==> src/rtl/xbs_pkg.sv <==
package xbs_pkg;
  typedef enum logic [1:0] {
    PH_IDLE  = 2'd0,
    PH_SETUP = 2'd1,
    PH_XFER  = 2'd2
  } phase_t;
endpackage

==> src/rtl/xbs_wait_ctr.sv <==
module xbs_wait_ctr #(
  parameter int WAIT_W = 3
) (
  input  logic              clk,
  input  logic              rst,
  input  logic              load,
  input  logic [WAIT_W-1:0] load_val,
  input  logic              dec,
  output logic              zero
);
  logic [WAIT_W-1:0] cnt_q;

  always_ff @(posedge clk) begin
    if (rst)       cnt_q <= '0;
    else if (load) cnt_q <= load_val;
    else if (dec)  cnt_q <= cnt_q - 1'b1;
  end

  assign zero = (cnt_q == '0);

  // each automatic wait cycle removes exactly one from the count
  a_r4_count_step: assert property (@(posedge clk) disable iff (rst)
    (dec && !load) |=> (cnt_q == WAIT_W'($past(cnt_q) - 1'b1)));

  // a new access starts from its own requested count
  a_r4_count_load: assert property (@(posedge clk) disable iff (rst)
    load |=> (cnt_q == $past(load_val)));
endmodule

==> src/rtl/xbs_phase_fsm.sv <==
module xbs_phase_fsm
  import xbs_pkg::*;
(
  input  logic   clk,
  input  logic   rst,
  input  logic   req_valid,
  input  logic   waits_zero,
  input  logic   rdy_n,
  output phase_t phase_q,
  output phase_t phase_nxt,
  output logic   accept,
  output logic   req_ready,
  output logic   ctr_dec,
  output logic   xfer_end
);
  assign req_ready = (phase_q == PH_IDLE) || (phase_q == PH_XFER);
  assign accept    = req_valid && req_ready;
  assign ctr_dec   = (phase_q == PH_SETUP) && !waits_zero;
  assign xfer_end  = (phase_q == PH_XFER);

  always_comb begin
    phase_nxt = phase_q;
    unique case (phase_q)
      PH_IDLE:  if (accept) phase_nxt = PH_SETUP;
      PH_SETUP: begin
        if (!waits_zero)  phase_nxt = PH_SETUP;
        else if (rdy_n)   phase_nxt = PH_SETUP;
        else              phase_nxt = PH_XFER;
      end
      PH_XFER:  phase_nxt = accept ? PH_SETUP : PH_IDLE;
      default:  phase_nxt = PH_IDLE;
    endcase
  end

  always_ff @(posedge clk) begin
    if (rst) phase_q <= PH_IDLE;
    else     phase_q <= phase_nxt;
  end

  // setup repeats while automatic waits remain
  a_r4_auto_hold: assert property (@(posedge clk) disable iff (rst)
    (phase_q == PH_SETUP && !waits_zero) |=> (phase_q == PH_SETUP));

  // setup repeats while ready is withheld after the count is spent
  a_r5_rdy_hold: assert property (@(posedge clk) disable iff (rst)
    (phase_q == PH_SETUP && waits_zero && rdy_n) |=> (phase_q == PH_SETUP));

  // a started access never falls back to idle from setup
  a_r2_no_abort: assert property (@(posedge clk) disable iff (rst)
    (phase_q == PH_SETUP) |=> (phase_q != PH_IDLE));

  // the transfer phase lasts a single cycle
  a_r10_xfer_once: assert property (@(posedge clk) disable iff (rst)
    (phase_q == PH_XFER) |=> (phase_q != PH_XFER));
endmodule

==> src/rtl/xbs_pin_regs.sv <==
module xbs_pin_regs
  import xbs_pkg::*;
#(
  parameter int ADDR_W = 24,
  parameter int DATA_W = 16
) (
  input  logic              clk,
  input  logic              rst,
  input  logic              accept,
  input  logic              req_write,
  input  logic [ADDR_W-1:0] req_addr,
  input  logic [DATA_W-1:0] req_wdata,
  input  phase_t            phase_nxt,
  input  logic              xfer_end,
  input  logic [DATA_W-1:0] bus_din,
  output logic [ADDR_W-1:0] bus_addr,
  output logic              bus_cs_n,
  output logic              bus_rd_n,
  output logic              bus_wr_n,
  output logic [DATA_W-1:0] bus_dout,
  output logic              bus_doe,
  output logic              rsp_done,
  output logic [DATA_W-1:0] rsp_rdata
);
  logic wr_q;
  logic wr_sel;
  logic busy_nxt;

  assign wr_sel   = accept ? req_write : wr_q;
  assign busy_nxt = (phase_nxt != PH_IDLE);

  always_ff @(posedge clk) begin
    if (rst) begin
      wr_q     <= 1'b0;
      bus_addr <= '0;
      bus_dout <= '0;
    end else if (accept) begin
      wr_q     <= req_write;
      bus_addr <= req_addr;
      bus_dout <= req_wdata;
    end
  end

  always_ff @(posedge clk) begin
    if (rst) begin
      bus_cs_n <= 1'b1;
      bus_rd_n <= 1'b1;
      bus_wr_n <= 1'b1;
      bus_doe  <= 1'b0;
    end else begin
      bus_cs_n <= !busy_nxt;
      bus_rd_n <= !(busy_nxt && !wr_sel);
      bus_wr_n <= !((phase_nxt == PH_XFER) && wr_sel);
      bus_doe  <= busy_nxt && wr_sel;
    end
  end

  always_ff @(posedge clk) begin
    if (rst) begin
      rsp_done  <= 1'b0;
      rsp_rdata <= '0;
    end else begin
      rsp_done <= xfer_end;
      if (xfer_end && !wr_q) rsp_rdata <= bus_din;
    end
  end

  // the two strobes are never low together
  a_r3_strobe_excl: assert property (@(posedge clk) disable iff (rst)
    !(!bus_rd_n && !bus_wr_n));

  // the write strobe only falls while the data bus is driven
  a_r3_wr_driven: assert property (@(posedge clk) disable iff (rst)
    !bus_wr_n |-> bus_doe);

  // address and write data hold while an access runs
  a_r9_addr_hold: assert property (@(posedge clk) disable iff (rst)
    (!bus_cs_n && !accept) |=> ($stable(bus_addr) && $stable(bus_dout)));

  // completion pulse is a single cycle
  a_r10_done_pulse: assert property (@(posedge clk) disable iff (rst)
    rsp_done |=> !rsp_done);
endmodule

==> src/rtl/xbus_cycle_seq.sv <==
module xbus_cycle_seq
  import xbs_pkg::*;
#(
  parameter int ADDR_W = 24,
  parameter int DATA_W = 16,
  parameter int WAIT_W = 3
) (
  input  logic              clk,
  input  logic              rst,
  input  logic              req_valid,
  output logic              req_ready,
  input  logic              req_write,
  input  logic [ADDR_W-1:0] req_addr,
  input  logic [DATA_W-1:0] req_wdata,
  input  logic [WAIT_W-1:0] req_waits,
  output logic [ADDR_W-1:0] bus_addr,
  output logic              bus_cs_n,
  output logic              bus_rd_n,
  output logic              bus_wr_n,
  output logic [DATA_W-1:0] bus_dout,
  output logic              bus_doe,
  input  logic [DATA_W-1:0] bus_din,
  input  logic              bus_rdy_n,
  output logic              rsp_done,
  output logic [DATA_W-1:0] rsp_rdata
);
  phase_t phase_q;
  phase_t phase_nxt;
  logic   accept;
  logic   ctr_dec;
  logic   waits_zero;
  logic   xfer_end;

  xbs_wait_ctr #(.WAIT_W(WAIT_W)) u_wait (
    .clk      (clk),
    .rst      (rst),
    .load     (accept),
    .load_val (req_waits),
    .dec      (ctr_dec),
    .zero     (waits_zero)
  );

  xbs_phase_fsm u_fsm (
    .clk        (clk),
    .rst        (rst),
    .req_valid  (req_valid),
    .waits_zero (waits_zero),
    .rdy_n      (bus_rdy_n),
    .phase_q    (phase_q),
    .phase_nxt  (phase_nxt),
    .accept     (accept),
    .req_ready  (req_ready),
    .ctr_dec    (ctr_dec),
    .xfer_end   (xfer_end)
  );

  xbs_pin_regs #(.ADDR_W(ADDR_W), .DATA_W(DATA_W)) u_pins (
    .clk       (clk),
    .rst       (rst),
    .accept    (accept),
    .req_write (req_write),
    .req_addr  (req_addr),
    .req_wdata (req_wdata),
    .phase_nxt (phase_nxt),
    .xfer_end  (xfer_end),
    .bus_din   (bus_din),
    .bus_addr  (bus_addr),
    .bus_cs_n  (bus_cs_n),
    .bus_rd_n  (bus_rd_n),
    .bus_wr_n  (bus_wr_n),
    .bus_dout  (bus_dout),
    .bus_doe   (bus_doe),
    .rsp_done  (rsp_done),
    .rsp_rdata (rsp_rdata)
  );

  // chip select is low in every setup and transfer cycle
  a_r8_cs_active: assert property (@(posedge clk) disable iff (rst)
    (phase_q != PH_IDLE) |-> !bus_cs_n);
endmodule

==> config.mk <==
export PLATFORM = sky130hd
export DESIGN_NAME = xbus_cycle_seq
export DESIGN_NICKNAME = d
export VERILOG_FILES = /design/src/rtl/xbs_pkg.sv /design/src/rtl/xbs_wait_ctr.sv /design/src/rtl/xbs_phase_fsm.sv /design/src/rtl/xbs_pin_regs.sv /design/src/rtl/xbus_cycle_seq.sv
export SDC_FILE = /design/constraint.sdc
export NUM_CORES = 1
export LEC_CHECK = 0
export BUFFER_PORTS_ARGS = -buffer_cell sky130_fd_sc_hd__buf_2
export CAP_MARGIN = 20
export CORE_AREA = 5 5 77 93
export CTS_BUF_LIST = sky130_fd_sc_hd__clkbuf_4 sky130_fd_sc_hd__clkbuf_8 sky130_fd_sc_hd__clkbuf_16
export DETAILED_ROUTE_END_ITERATION = 16
export DIE_AREA = 0 0 82 98
export PLACE_DENSITY = 0.73
export RECOVER_POWER = 25
export SETUP_SLACK_MARGIN = 0.15
export SLEW_MARGIN = 20
export SYNTH_ARGS = -nofsm -noshare
export SYNTH_HDL_FRONTEND = slang
export SYNTH_SLANG_ARGS = --single-unit
==> constraint.sdc <==
create_clock -name clk -period 1.65 [get_ports clk]
set_clock_uncertainty 0.05 [all_clocks]
set_input_delay 0.33 -clock clk [delete_from_list [all_inputs] [get_ports clk]]
set_output_delay 0.33 -clock clk [all_outputs]
set_load 0.01 [all_outputs]
## Word-level counts from Yosys, hierarchy flattened

Cells that the tools add are included.

| operators by class | value |
|---|---|
| add/subtract/negate cells | 1 |
| equal/unequal tests | 3 |
| muxes and demuxes | 8 |
| reductions and logical operators | 17 |

Operators with widths:

| operator | number |
|---|---|
| logical AND 1 bit | 6 |
| logical NOT 1 bit | 6 |
| two-way mux 2 bit | 3 |
| two-way mux 3 bit | 2 |
| case mux 2 bit (3 select lines) | 1 |
| == test 2 bit, second input constant | 2 |
| nonzero test 2 bit | 2 |
| logical NOT 3 bit | 1 |
| subtractor 3 x 1 -> 3 bit, second input constant | 1 |
| == test 2 x 1 -> 1 bit, second input constant | 1 |
| logical NOT 2 bit | 1 |
| two-way mux 1 bit | 2 |
| logical OR 1 bit | 1 |

| word-level totals | value |
|---|---|
| flip-flop bits (word level) | 67 |
| bits of input ports | 64 |
| output and inout bits | 62 |
| word-level logic and storage cells | 40 |

## Longest topological paths before layout

Gate-level depths: netlist of run 1.

| depth | value |
|---|---|
| depth in word-level cells | 8 |
| depth in mapped cells | 5 |
| gate-level depth less buffers | 5 |

## Cells and area by module

From an unflattened synthesis of run 1, not the netlist that was laid out.

| second synthesis, totals | value |
|---|---|
| cells, all modules | 249 |
| area total of the unflattened synthesis | 2568.7 um^2 |

Modules (own cells, without submodules):

| module | times used | cells an instance | area each (um^2) |
|---|---|---|---|
| xbs_pin_regs | 1 | 215 | 2280.9 |
| xbs_wait_ctr | 1 | 21 | 183.9 |
| xbs_phase_fsm | 1 | 13 | 103.8 |

## Worst setup path before layout of run 1

Ideal clock, no wire load.

| timing path | value |
|---|---|
| path kind | register to register |
| from | register u_wait.cnt_q[0] |
| to | register u_pins.bus_wr_n |
| library setup time | 134 ps |
| arrival | 1376 ps |
| data required time | 1466 ps |
| slack | 90 ps |
| cell stages (with the launch flop) | 5 |
| buffers on the path | 0 |
| period minus slack after synthesis | 1560 ps |
| path through | dfxtp_1 -> inv_1 -> ha_1 -> or3b_4 -> or4_1 |

| on the way | value |
|---|---|
| word-level cells in the longest chain between the ends | 6 |

RTL lines:

| item | RTL line | RTL |
|---|---|---|
| start, declared | xbs_wait_ctr.sv:11 | `logic [WAIT_W-1:0] cnt_q;` |
| start signal, assigned | xbs_wait_ctr.sv:15 | `else if (load) cnt_q <= load_val;` |
| start signal, assigned | xbs_wait_ctr.sv:16 | `else if (dec) cnt_q <= cnt_q - 1'b1;` |
| logical NOT 3 bit | xbs_wait_ctr.sv:19 | `assign zero = (cnt_q == '0);` |
| two-way mux 2 bit | xbs_phase_fsm.sv:26 | `if (!waits_zero) phase_nxt = PH_SETUP;` |
| case mux 2 bit (3 select lines) | xbs_phase_fsm.sv:23 | `unique case (phase_q)` |
| == test 2 bit | xbs_pin_regs.sv:53 | `bus_wr_n <= !((phase_nxt == PH_XFER) && wr_sel);` |
| logical AND 1 bit | xbs_pin_regs.sv:53 |  |
| logical NOT 1 bit | xbs_pin_regs.sv:53 |  |
| end signal, assigned | xbs_pin_regs.sv:53 |  |
| end, declared | xbs_pin_regs.sv:19 | `output logic bus_wr_n,` |

Every way passes these cells.
A chain may end at the register's enable or synchronous reset.

## Final worst setup path of run 1

| timing path | value |
|---|---|
| from | register u_wait.cnt_q[1] |
| to | register u_pins.bus_wr_n |

The elaborated chain is that of the path after synthesis.

==> out/metrics.cfg, run 1 <==
[outcome]
status = finished clean

[yosys]
average_size_of_a_mapped_cell_um2 = 8.122
synth_enable_flop_cells = 0
ff_latch_count_synth = 67
yosysUniqueCellTypes = 28
yosysWarnings = 0
netlist.top_cell.by_area = dfxtp_1
dominantRegCellSynth = dfxtp_1
synth.yosys.seq_area_share_pct = 56.36
synth_fp_nets = 359
synth_commonest_cells = nand2_1 (112), dfxtp_1 (67), a21oi_1 (57)
mappedNetlistArea_um2 = 2380
synth_most_common_cell = nand2_1
yosysTopAreaCellShare_pct = 56.36
synth_async_sr_flop_share_pct = 0
synthesis.instances = 293
ys_top_cells_by_area = dfxtp_1 (56%), nand2_1 (18%), a21oi_1 (12%)

[critical_path]
path_cells = inv_2 > ha_4 > or3b_4 > or4_1
cp-start-kind = flip-flop
worstSetupPathType = reg -> reg
timing.critical_path.arrival_ns = 1.63
cp_max_fo = 3
setup.worst_path.end_class = flip-flop
critical-path-max-stage-delay_ns = 0.40
cp_num_buf_inv = 1
cpLargestDelayFamily = simple AND/OR/NAND/NOR gates
crit_slowest_cell = or4_1
required_worst_endpoint_ns = 1.81

[place]
portBuffers = 125
gp_congestion = 0.7427
pre_cts_ws_ns = 0.06398
place.detailed.hpwl_um = 4735

[grt]
grt_util_all_layers_pct = 16.04
first_global_vias = 2258
grt_first_pass_wirelength_um = 9970
globalRouteOverflowTotal = 0
initial_antenna_violation_count = 0
maximum_number_of_pins_on_one_net_before_global_route_repair = 27

[die]
start_util_pct = 38.10
core_region_area_um2 = 6246
design.portCount = 126
rows = 32
die_height_um = 98
die-area_um2 = 8036
die_width_um = 82

[power]
clock_power_share_pct = 34.3
leakage_nw = 1.475
totalPowerFinal_w = 0.003395
sequentialPowerShare_pct = 51.7
vdd_ir_drop_max_v = 0.0004552
power.share.switching_pct = 25.71
cellInternalPower_w = 0.002522
combinational_power_share_pct = 14.1
power_density_nw_per_um2 = 1031
power.switching_w = 0.0008729

[sta]
relSlewSlack_pct = 51.88
final.min_clock_period_ns = 1.473
period_share_pct = 89.29
grt_setup_unrepaired = yes
finalMaxSlewViolations = 0
finalSetupViolations = 0
timing.fmax_mhz = 678.8
timing.setup.tns_ns = 0
hold_viol = 0
worst-slew-pin-transition_ns = 0.7218
final_critical_path_setup_slack_ns = 0.1768

[clocking]
cts.hold.buffers_added = 0
clock_latency_ns = 0.33
numCtsBuffers = 9
clock_tree_from_tritoncts = done
worst_setup_hold_path_clk_slew_ns = 0.07
cts_sinks = 67
depth_of_the_cts_h_tree = 3
cts_buffer_depth = 2
cts.root.buffer_cell = clkbuf_8

[route]
drt-pass1-iter-count = 4
vias_per_instance = 4.569
drt_wl_total_um = 6459
vias = 2330
avgRoutedWirePerCell_um = 12.66
remaining_drc_errors = 0
drt_first_iter_violations = 55
detail-route-antenna-nets = 0

[hold_path]
hold_path_class = in -> reg

[finish]
syn2layout_area_growth_pct = 38.38
final_cell_utilization_of_the_core_pct = 52.72
fillCellCount = 622
fin_nets = 488
post_route_cells_drive_above_1_share_pct = 32.24
n_antenna_cell = 0
multi_input_comb_area_um2 = 957.2
final-seq-area_um2 = 1345

[flow_run]
cap_viol_max_count = 0

## worst min-delay path, stage by stage
cell and delay, ns:
buf_2 0.09, nand2_1 0.04, a21oi_1 0.05
## cells by family after synthesis
| kind of cell | after synthesis | synth area share [%] |
|---|---|---|
| buffers and inverters | 25 | 4.469 |
| adder cells (fa/ha/maj) | 2 | 1.051 |
| AO/OA/AOI/OAI | 65 | 14.51 |
| flip-flops | 67 | 56.36 |
| multiplexers | 1 | 0.4206 |
| AND/OR/NAND/NOR | 133 | 23.19 |
## placed cells by master (no fill, tap or decap), types with 3 or more instances in the layout
cell	n
nand2_1	112
buf_2	98
dfxtp_1	64
a21oi_1	57
clkbuf_1	27
clkbuf_8	11
buf_4	11
nor2_1	5
inv_1	3
clkinv_2	3
dfxtp_2	3
## what timing repair did
action	4_1_cts	5_1_grt
buffers inserted	2	2
pin swaps	1	1
gates resized for setup	0	2
endpoints found under the setup margin	1	7
## worst paths after layout
| path | depth (start not counted) | start | endpoint | slack, ns |
|---|---|---|---|---|
| hold / removal | 3 | bus_din[1] | u_pins.rsp_rdata[1]$_SDFFE_PP0P_ | 0.18 |
| setup / recovery | 4 | u_wait.cnt_q[1]$_SDFFE_PP0P_ | u_pins.bus_wr_n$_SDFF_PP1_ | 0.18 |
| hold reg to reg | 2 | u_pins.bus_addr[8]$_SDFFE_PP0N_ | u_pins.bus_addr[8]$_SDFFE_PP0N_ | 0.40 |
| setup reg to reg | 4 | u_wait.cnt_q[1]$_SDFFE_PP0P_ | u_pins.bus_wr_n$_SDFF_PP1_ | 0.18 |
## sequential cells by signal, indices dropped and copies added (netlist names)
name	flops
u_pins.bus_wr_n	1
u_fsm.phase_q	2
u_pins.bus_rd_n	1
u_pins.bus_cs_n	1
u_pins.bus_doe	1
u_pins.wr_q	1
u_pins.rsp_rdata	16
u_pins.bus_dout	16
u_pins.bus_addr	24
u_pins.rsp_done	1
u_wait.cnt_q	3
## power groups by stage
stage | combinational [W] | clock (W) | sequential, W
final | 0.000477 | 0.00116 | 0.00175
after global routing | 0.000539 | 0.00127 | 0.00176
after CTS | 0.000483 | 0.00121 | 0.00175
after global placement | 0.000465 | 0 | 0.00179
after floorplan | 0.000218 | 0 | 0.00182
after detailed placement | 0.000474 | 0 | 0.00179
## area by class of cell
cell class | instances | area share, %
clock buffers | 11 | 4.597
clock inverters | 3 | 0.4559
inverters | 5 | 0.5699
multi-input cells | 201 | 29.07
flip-flops and latches | 67 | 40.84
well taps | 85 | 3.229
repair buffers | 138 | 21.24
## per-stage QoR
stage	hold WS, ns	cell area (um^2)	instances
global route	0.1684	3293	510
global placement	0.3884	3129	492
detailed placement	0.3939	3129	492
CTS	0.1641	3311	508
floorplan	0.3864	2395	293
finish	0.1807	3293	510
## per-layer routing
metal	vias up	wire, um	GRT usage (%)
met4	0	89	7.673
met5	-	0	0
met2	69	3351	27.75
met1	1047	2559	17.70
li1	1207	-	-
met3	7	459	4.244
Power figures use the tool's default switching activity.
==> run 2: changes to the inputs <==
CORE_AREA = 5 5 85 87   (was 5 5 77 93)
DIE_AREA = 0 0 90 92   (was 0 0 82 98)
PLACE_DENSITY = 0.72   (was 0.73)
==> out/metrics.cfg, run 2 (same netlist as run 1, synthesis figures left out) <==
[clocking]
depth_of_the_cts_h_tree = 3  ; unchanged
cts_buffer_depth = 2  ; unchanged
worst_setup_hold_path_clk_slew_ns = 0.07  ; about the same
cts.root.buffer_cell = clkbuf_8
clock_latency_ns = 0.32  ; about the same
cts_sinks = 67  ; unchanged
clock_tree_from_tritoncts = done
numCtsBuffers = 9  ; unchanged

[place]
portBuffers = 125  ; unchanged
gp_congestion = 0.7684  ; +3.5%
place.detailed.hpwl_um = 4682  ; -1.1%
dp_cells = 483  ; -1.8%
placed_cell_area_um2 = 3124  ; -0.16%

[critical_path]
cp-start-kind = flip-flop
setup.worst_path.end_class = flip-flop
path_cells = inv_2 > ha_4 > or3b_4 > or4_1
timing.critical_path.arrival_ns = 1.71  ; +0.08 ns
crit_slowest_cell = or4_1
cp_max_fo = 3  ; unchanged
required_worst_endpoint_ns = 1.80  ; about the same
critical-path-max-stage-delay_ns = 0.50  ; +0.10 ns
worstSetupPathType = reg -> reg

[sta]
timing.fmax_mhz = 638.9  ; -5.9%
finalMaxSlewViolations = 0  ; unchanged
final.min_clock_period_ns = 1.565  ; +0.09187 ns
period_share_pct = 94.85  ; +5.6 points
grt_setup_unrepaired = yes
fin_hold_ws_ns = 0.1826  ; +0.001858 ns
hold_viol = 0  ; unchanged
finalSetupViolations = 0  ; unchanged
worst-slew-pin-transition_ns = 0.4169  ; -0.3049 ns
relSlewSlack_pct = 72.21  ; +20 points
timing.setup.tns_ns = 0  ; unchanged

[grt]
initial_antenna_violation_count = 0  ; unchanged
globalRouteOverflowTotal = 0  ; unchanged
maximum_number_of_pins_on_one_net_before_global_route_repair = 41  ; +52%
grt_util_all_layers_pct = 15.22  ; -0.81 points
first_global_vias = 2207  ; -2.3%
grt_first_pass_wirelength_um = 10290  ; +3.2%

[die]
start_util_pct = 37.91  ; -0.19 points
rows = 29  ; -9.4%
die-area_um2 = 8280  ; +3.0%
design.portCount = 126  ; unchanged
die_width_um = 90  ; +9.8%
die_height_um = 92  ; -6.1%
core_region_area_um2 = 6277  ; +0.50%

[finish]
top_reg_by_flops = u_pins.bus_addr
final_cell_utilization_of_the_core_pct = 52.72  ; about the same
largest_register_ffs = 24  ; unchanged
post_route_cells_drive_above_1_share_pct = 31.13  ; -1.1 points
fillCellCount = 645  ; +3.7%
final_cell_count_no_fill = 501  ; -1.8%
fin_nets = 485  ; -0.61%
syn2layout_area_growth_pct = 39.06
final_common_cell = nand2_1
layout_top_registers = u_pins.bus_addr: 24 flops, u_pins.bus_dout: 16 flops, u_pins.rsp_rdata: 16 flops
mostFrequentLayoutCells = nand2_1 (112), buf_2 (94), dfxtp_1 (65)
final_design_instance_area_without_fill_um2 = 3309  ; +0.49%
n_antenna_cell = 0  ; unchanged

[route]
drt-pass1-iter-count = 4  ; unchanged
drt_wl_total_um = 6518  ; +0.91%
avgRoutedWirePerCell_um = 13.01  ; +2.7%
detail-route-antenna-nets = 0  ; unchanged
vias_per_instance = 4.619  ; +1.1%
vias = 2314  ; -0.69%
drt_first_iter_violations = 112  ; +100%
remaining_drc_errors = 0  ; unchanged

[power]
leakage_nw = 1.466  ; -0.65%
power_density_nw_per_um2 = 1087  ; +5.4%
vdd_ir_drop_max_v = 0.0004953  ; +8.8%

[outcome]
status = finished clean

[flow_run]
cap_viol_max_count = 0  ; unchanged

[hold_path]
hold_path_class = in -> reg

## run 2: per-layer routing
layer	vias to the layer above	GRT usage (%)	routed length [um]
li1	1202	-	-
met1	1020	17.24	2777
met2	79	25.55	3063
met3	13	4.992	524
met4	0	7.940	154
met5	-	0	0
## run 2: where the power goes
group          switching [W]  total, W  internal, W  leakage, nW
registers          0.0000465   0.00175      0.00171        0.549
clock network       0.000563   0.00137     0.000806        0.108
logic               0.000265  0.000476     0.000210        0.809
## run 2: what timing repair did
item                                    CTS  global route
resized for setup                         0             3
setup buffers                             2             0
hold buffers                              0             0
endpoints found under the setup margin    1            18
gates cloned                              0             0
hold endpoints to repair                  0             0
pin swaps                                 1             0
## run 2: per-stage QoR
step | setup WS [ns] | power [W]
6_report | 0.08490 | 0.003598
4_1_cts | 0.09229 | 0.003657
3_5_place_dp | 0.07177 | 0.002270
2_1_floorplan | 0.1065 | 0.002039
5_1_grt | 0.05730 | 0.003772
3_3_place_gp | 0.09317 | 0.002256
## run 2: critical path, delay by kind of cell (launching register included)
kind	cells	cell delay [ns]
fa+ha+maj	1	0.13
buf+inv	1	0.07
flops	1	0.32
simple gates	2	0.87
## run 2: cell type report
cell class | instances | area [um^2] | share of cell area [%]
Clock buffer | 14 | 167.7 | 5.066
Timing Repair Buffer | 135 | 686.9 | 20.76
Inverter | 5 | 18.77 | 0.5671
Multi-Input combinational cell | 201 | 960.9 | 29.04
Sequential cell | 67 | 1344 | 40.61
Clock inverter | 2 | 35.03 | 1.059
Tap cell | 77 | 96.34 | 2.911
## run 2: final timing paths
kind | startpoint | end | slack (ns) | cells past startpoint
setup reg to reg | u_wait.cnt_q[1]$_SDFFE_PP0P_ | u_pins.bus_wr_n$_SDFF_PP1_ | 0.08 | 4
setup / recovery | u_wait.cnt_q[1]$_SDFFE_PP0P_ | u_pins.bus_wr_n$_SDFF_PP1_ | 0.08 | 4
hold reg to reg | u_pins.bus_addr[12]$_SDFFE_PP0N_ | u_pins.bus_addr[12]$_SDFFE_PP0N_ | 0.40 | 2
hold / removal | req_addr[22] | u_pins.bus_addr[22]$_SDFFE_PP0N_ | 0.18 | 3
==> run 3: changes to the inputs <==
CELL_PAD_IN_SITES_DETAIL_PLACEMENT = 1   (was unset)
CELL_PAD_IN_SITES_GLOBAL_PLACEMENT = 2   (was unset)
CORE_AREA = 5 5 113 115   (was 5 5 85 87)
DIE_AREA = 0 0 118 120   (was 0 0 90 92)
PLACE_DENSITY = unset   (was 0.72)
PLACE_DENSITY_LB_ADDON = 0.1   (was unset)
==> out/metrics.cfg, run 3 (same netlist as run 1, synthesis figures left out) <==
[outcome]
status = finished clean

[power]
power_density_nw_per_um2 = 1265  ; +16%
vdd_ir_drop_max_v = 0.0004957  ; about the same
leakage_nw = 1.549  ; +5.6%

[critical_path]
cp-start-kind = flip-flop
rr_worst_depth = 4  ; unchanged
crit_slowest_cell = or4_1
critical_path_cell_count = 4  ; unchanged
cpLargestDelayFamily = simple AND/OR/NAND/NOR gates
required_worst_endpoint_ns = 1.80  ; about the same
cp_num_buf_inv = 1  ; unchanged
path_cells = inv_2 > ha_4 > or3b_4 > or4_1
critical-path-max-stage-delay_ns = 0.40  ; -0.10 ns
cp_max_fo = 3  ; unchanged
worstSetupPathType = reg -> reg
setup.worst_path.end_class = flip-flop
timing.critical_path.arrival_ns = 1.62  ; -0.09 ns

[sta]
timing.setup.tns_ns = 0  ; unchanged
period_share_pct = 89.30  ; -5.6 points
timing.fmax_mhz = 678.7  ; +6.2%
grt_setup_unrepaired = yes
final_critical_path_setup_slack_ns = 0.1765  ; +0.09159 ns
final.min_clock_period_ns = 1.474  ; -0.09159 ns
relSlewSlack_pct = 53.14  ; -19 points
hold_viol = 0  ; unchanged
finalMaxSlewViolations = 0  ; unchanged
finalSetupViolations = 0  ; unchanged
fin_hold_ws_ns = 0.1855  ; +0.002927 ns
worst-slew-pin-transition_ns = 0.7028  ; +0.2859 ns

[route]
drt-pass1-iter-count = 4  ; unchanged
remaining_drc_errors = 0  ; unchanged
vias_per_instance = 4.175  ; -9.6%
detail-route-antenna-nets = 0  ; unchanged
drt_wl_total_um = 8082  ; +24%
avgRoutedWirePerCell_um = 14.15  ; +8.8%
drt_first_iter_violations = 81  ; -28%
vias = 2384  ; +3.0%

[die]
die-area_um2 = 14160  ; +71%
rows = 40  ; +38%
die_height_um = 120  ; +30%
core_region_area_um2 = 11710  ; +87%
design.portCount = 126  ; unchanged
start_util_pct = 20.32  ; -18 points
die_width_um = 118  ; +31%

[clocking]
numCtsBuffers = 9  ; unchanged
cts_post_setup_buffers_inserted = 0  ; -2
cts.root.buffer_cell = clkbuf_16
cts_sinks = 67  ; unchanged
cts.hold.buffers_added = 0  ; unchanged
clock_latency_ns = 0.32  ; about the same
cts_buffer_depth = 2  ; unchanged
clock_tree_from_tritoncts = done
worst_setup_hold_path_clk_slew_ns = 0.06  ; about the same
depth_of_the_cts_h_tree = 3  ; unchanged

[finish]
final_cell_utilization_of_the_core_pct = 30.30  ; -22 points
n_antenna_cell = 0  ; unchanged
layout_top_registers = u_pins.bus_addr: 24 flops, u_pins.bus_dout: 16 flops, u_pins.rsp_rdata: 16 flops
fin_nets = 485  ; unchanged
syn2layout_area_growth_pct = 49.11
top_reg_by_flops = u_pins.bus_addr
fillCellCount = 1468  ; +130%
post_route_cells_drive_above_1_share_pct = 32.55  ; +1.4 points
mostFrequentLayoutCells = nand2_1 (112), buf_2 (99), dfxtp_1 (64)
largest_register_ffs = 24  ; unchanged
final_common_cell = nand2_1

[hold_path]
hold_path_class = in -> reg
worst_hold_depth = 3  ; unchanged

[place]
pre_cts_ws_ns = 0.06700  ; -0.004776 ns
place.detailed.hpwl_um = 5870  ; +25%
portBuffers = 125  ; unchanged
gp_congestion = 0.6722  ; -13%

[grt]
grt_first_pass_wirelength_um = 12730  ; +24%
grt_util_all_layers_pct = 11.20  ; -4.0 points
maximum_number_of_pins_on_one_net_before_global_route_repair = 30  ; -27%
initial_antenna_violation_count = 0  ; unchanged
globalRouteOverflowTotal = 0  ; unchanged
first_global_vias = 2508  ; +14%

[flow_run]
cap_viol_max_count = 0  ; unchanged

## run 3: repair_timing
action / CTS / global route
pin swaps: 1 / 1
resized for setup: 1 / 4
setup endpoints to repair: 1 / 18
## run 3: routing by layer
metal,GRT usage (%),vias to the layer above,wire [um]
met3,4.571,4,511
met5,0,-,0
met1,12.82,1104,3547
li1,-,1204,-
met4,3.656,0,63
met2,18.99,72,3959
## run 3: power breakdown
| group | switching (W) | internal, W |
|---|---|---|
| Combinational | 0.000277 | 0.000207 |
| Clock | 0.000696 | 0.00155 |
| Sequential | 0.0000499 | 0.00171 |
## run 3: worst paths after layout
path	from	to	slack [ns]
worst min register to register	u_pins.bus_dout[6]$_SDFFE_PP0N_	u_pins.bus_dout[6]$_SDFFE_PP0N_	0.40
worst max register to register	u_wait.cnt_q[1]$_SDFFE_PP0P_	u_pins.bus_wr_n$_SDFF_PP1_	0.18
worst max-delay path	u_wait.cnt_q[1]$_SDFFE_PP0P_	u_pins.bus_wr_n$_SDFF_PP1_	0.18
worst min-delay path	bus_din[13]	u_pins.rsp_rdata[13]$_SDFFE_PP0P_	0.19
## run 3: final cells by class
| type | count | area (um^2) | share of cell area, % |
|---|---|---|---|
| Timing Repair Buffer | 135 | 680.7 | 19.18 |
| Inverter | 5 | 18.77 | 0.5289 |
| Clock inverter | 4 | 97.59 | 2.750 |
| Sequential cell | 67 | 1345 | 37.91 |
| Multi-Input combinational cell | 201 | 968.4 | 27.29 |
| Tap cell | 147 | 183.9 | 5.183 |
| Clock buffer | 12 | 254.0 | 7.158 |
## run 3: metrics by stage
step	instances	cell area [um^2]	power (W)
floorplan	293	2395	0.002039
global placement	555	3227	0.002293
detailed placement	555	3227	0.002302
CTS	571	3580	0.004601
global route	571	3548	0.004715
finish	571	3548	0.004490
## run 3: tightest hold or removal path, delay by kind of cell
kind                   cells  cell delay, ns
buffers and inverters      1            0.09
AO/OA/AOI/OAI              1            0.05
AND/OR/NAND/NOR            1            0.04
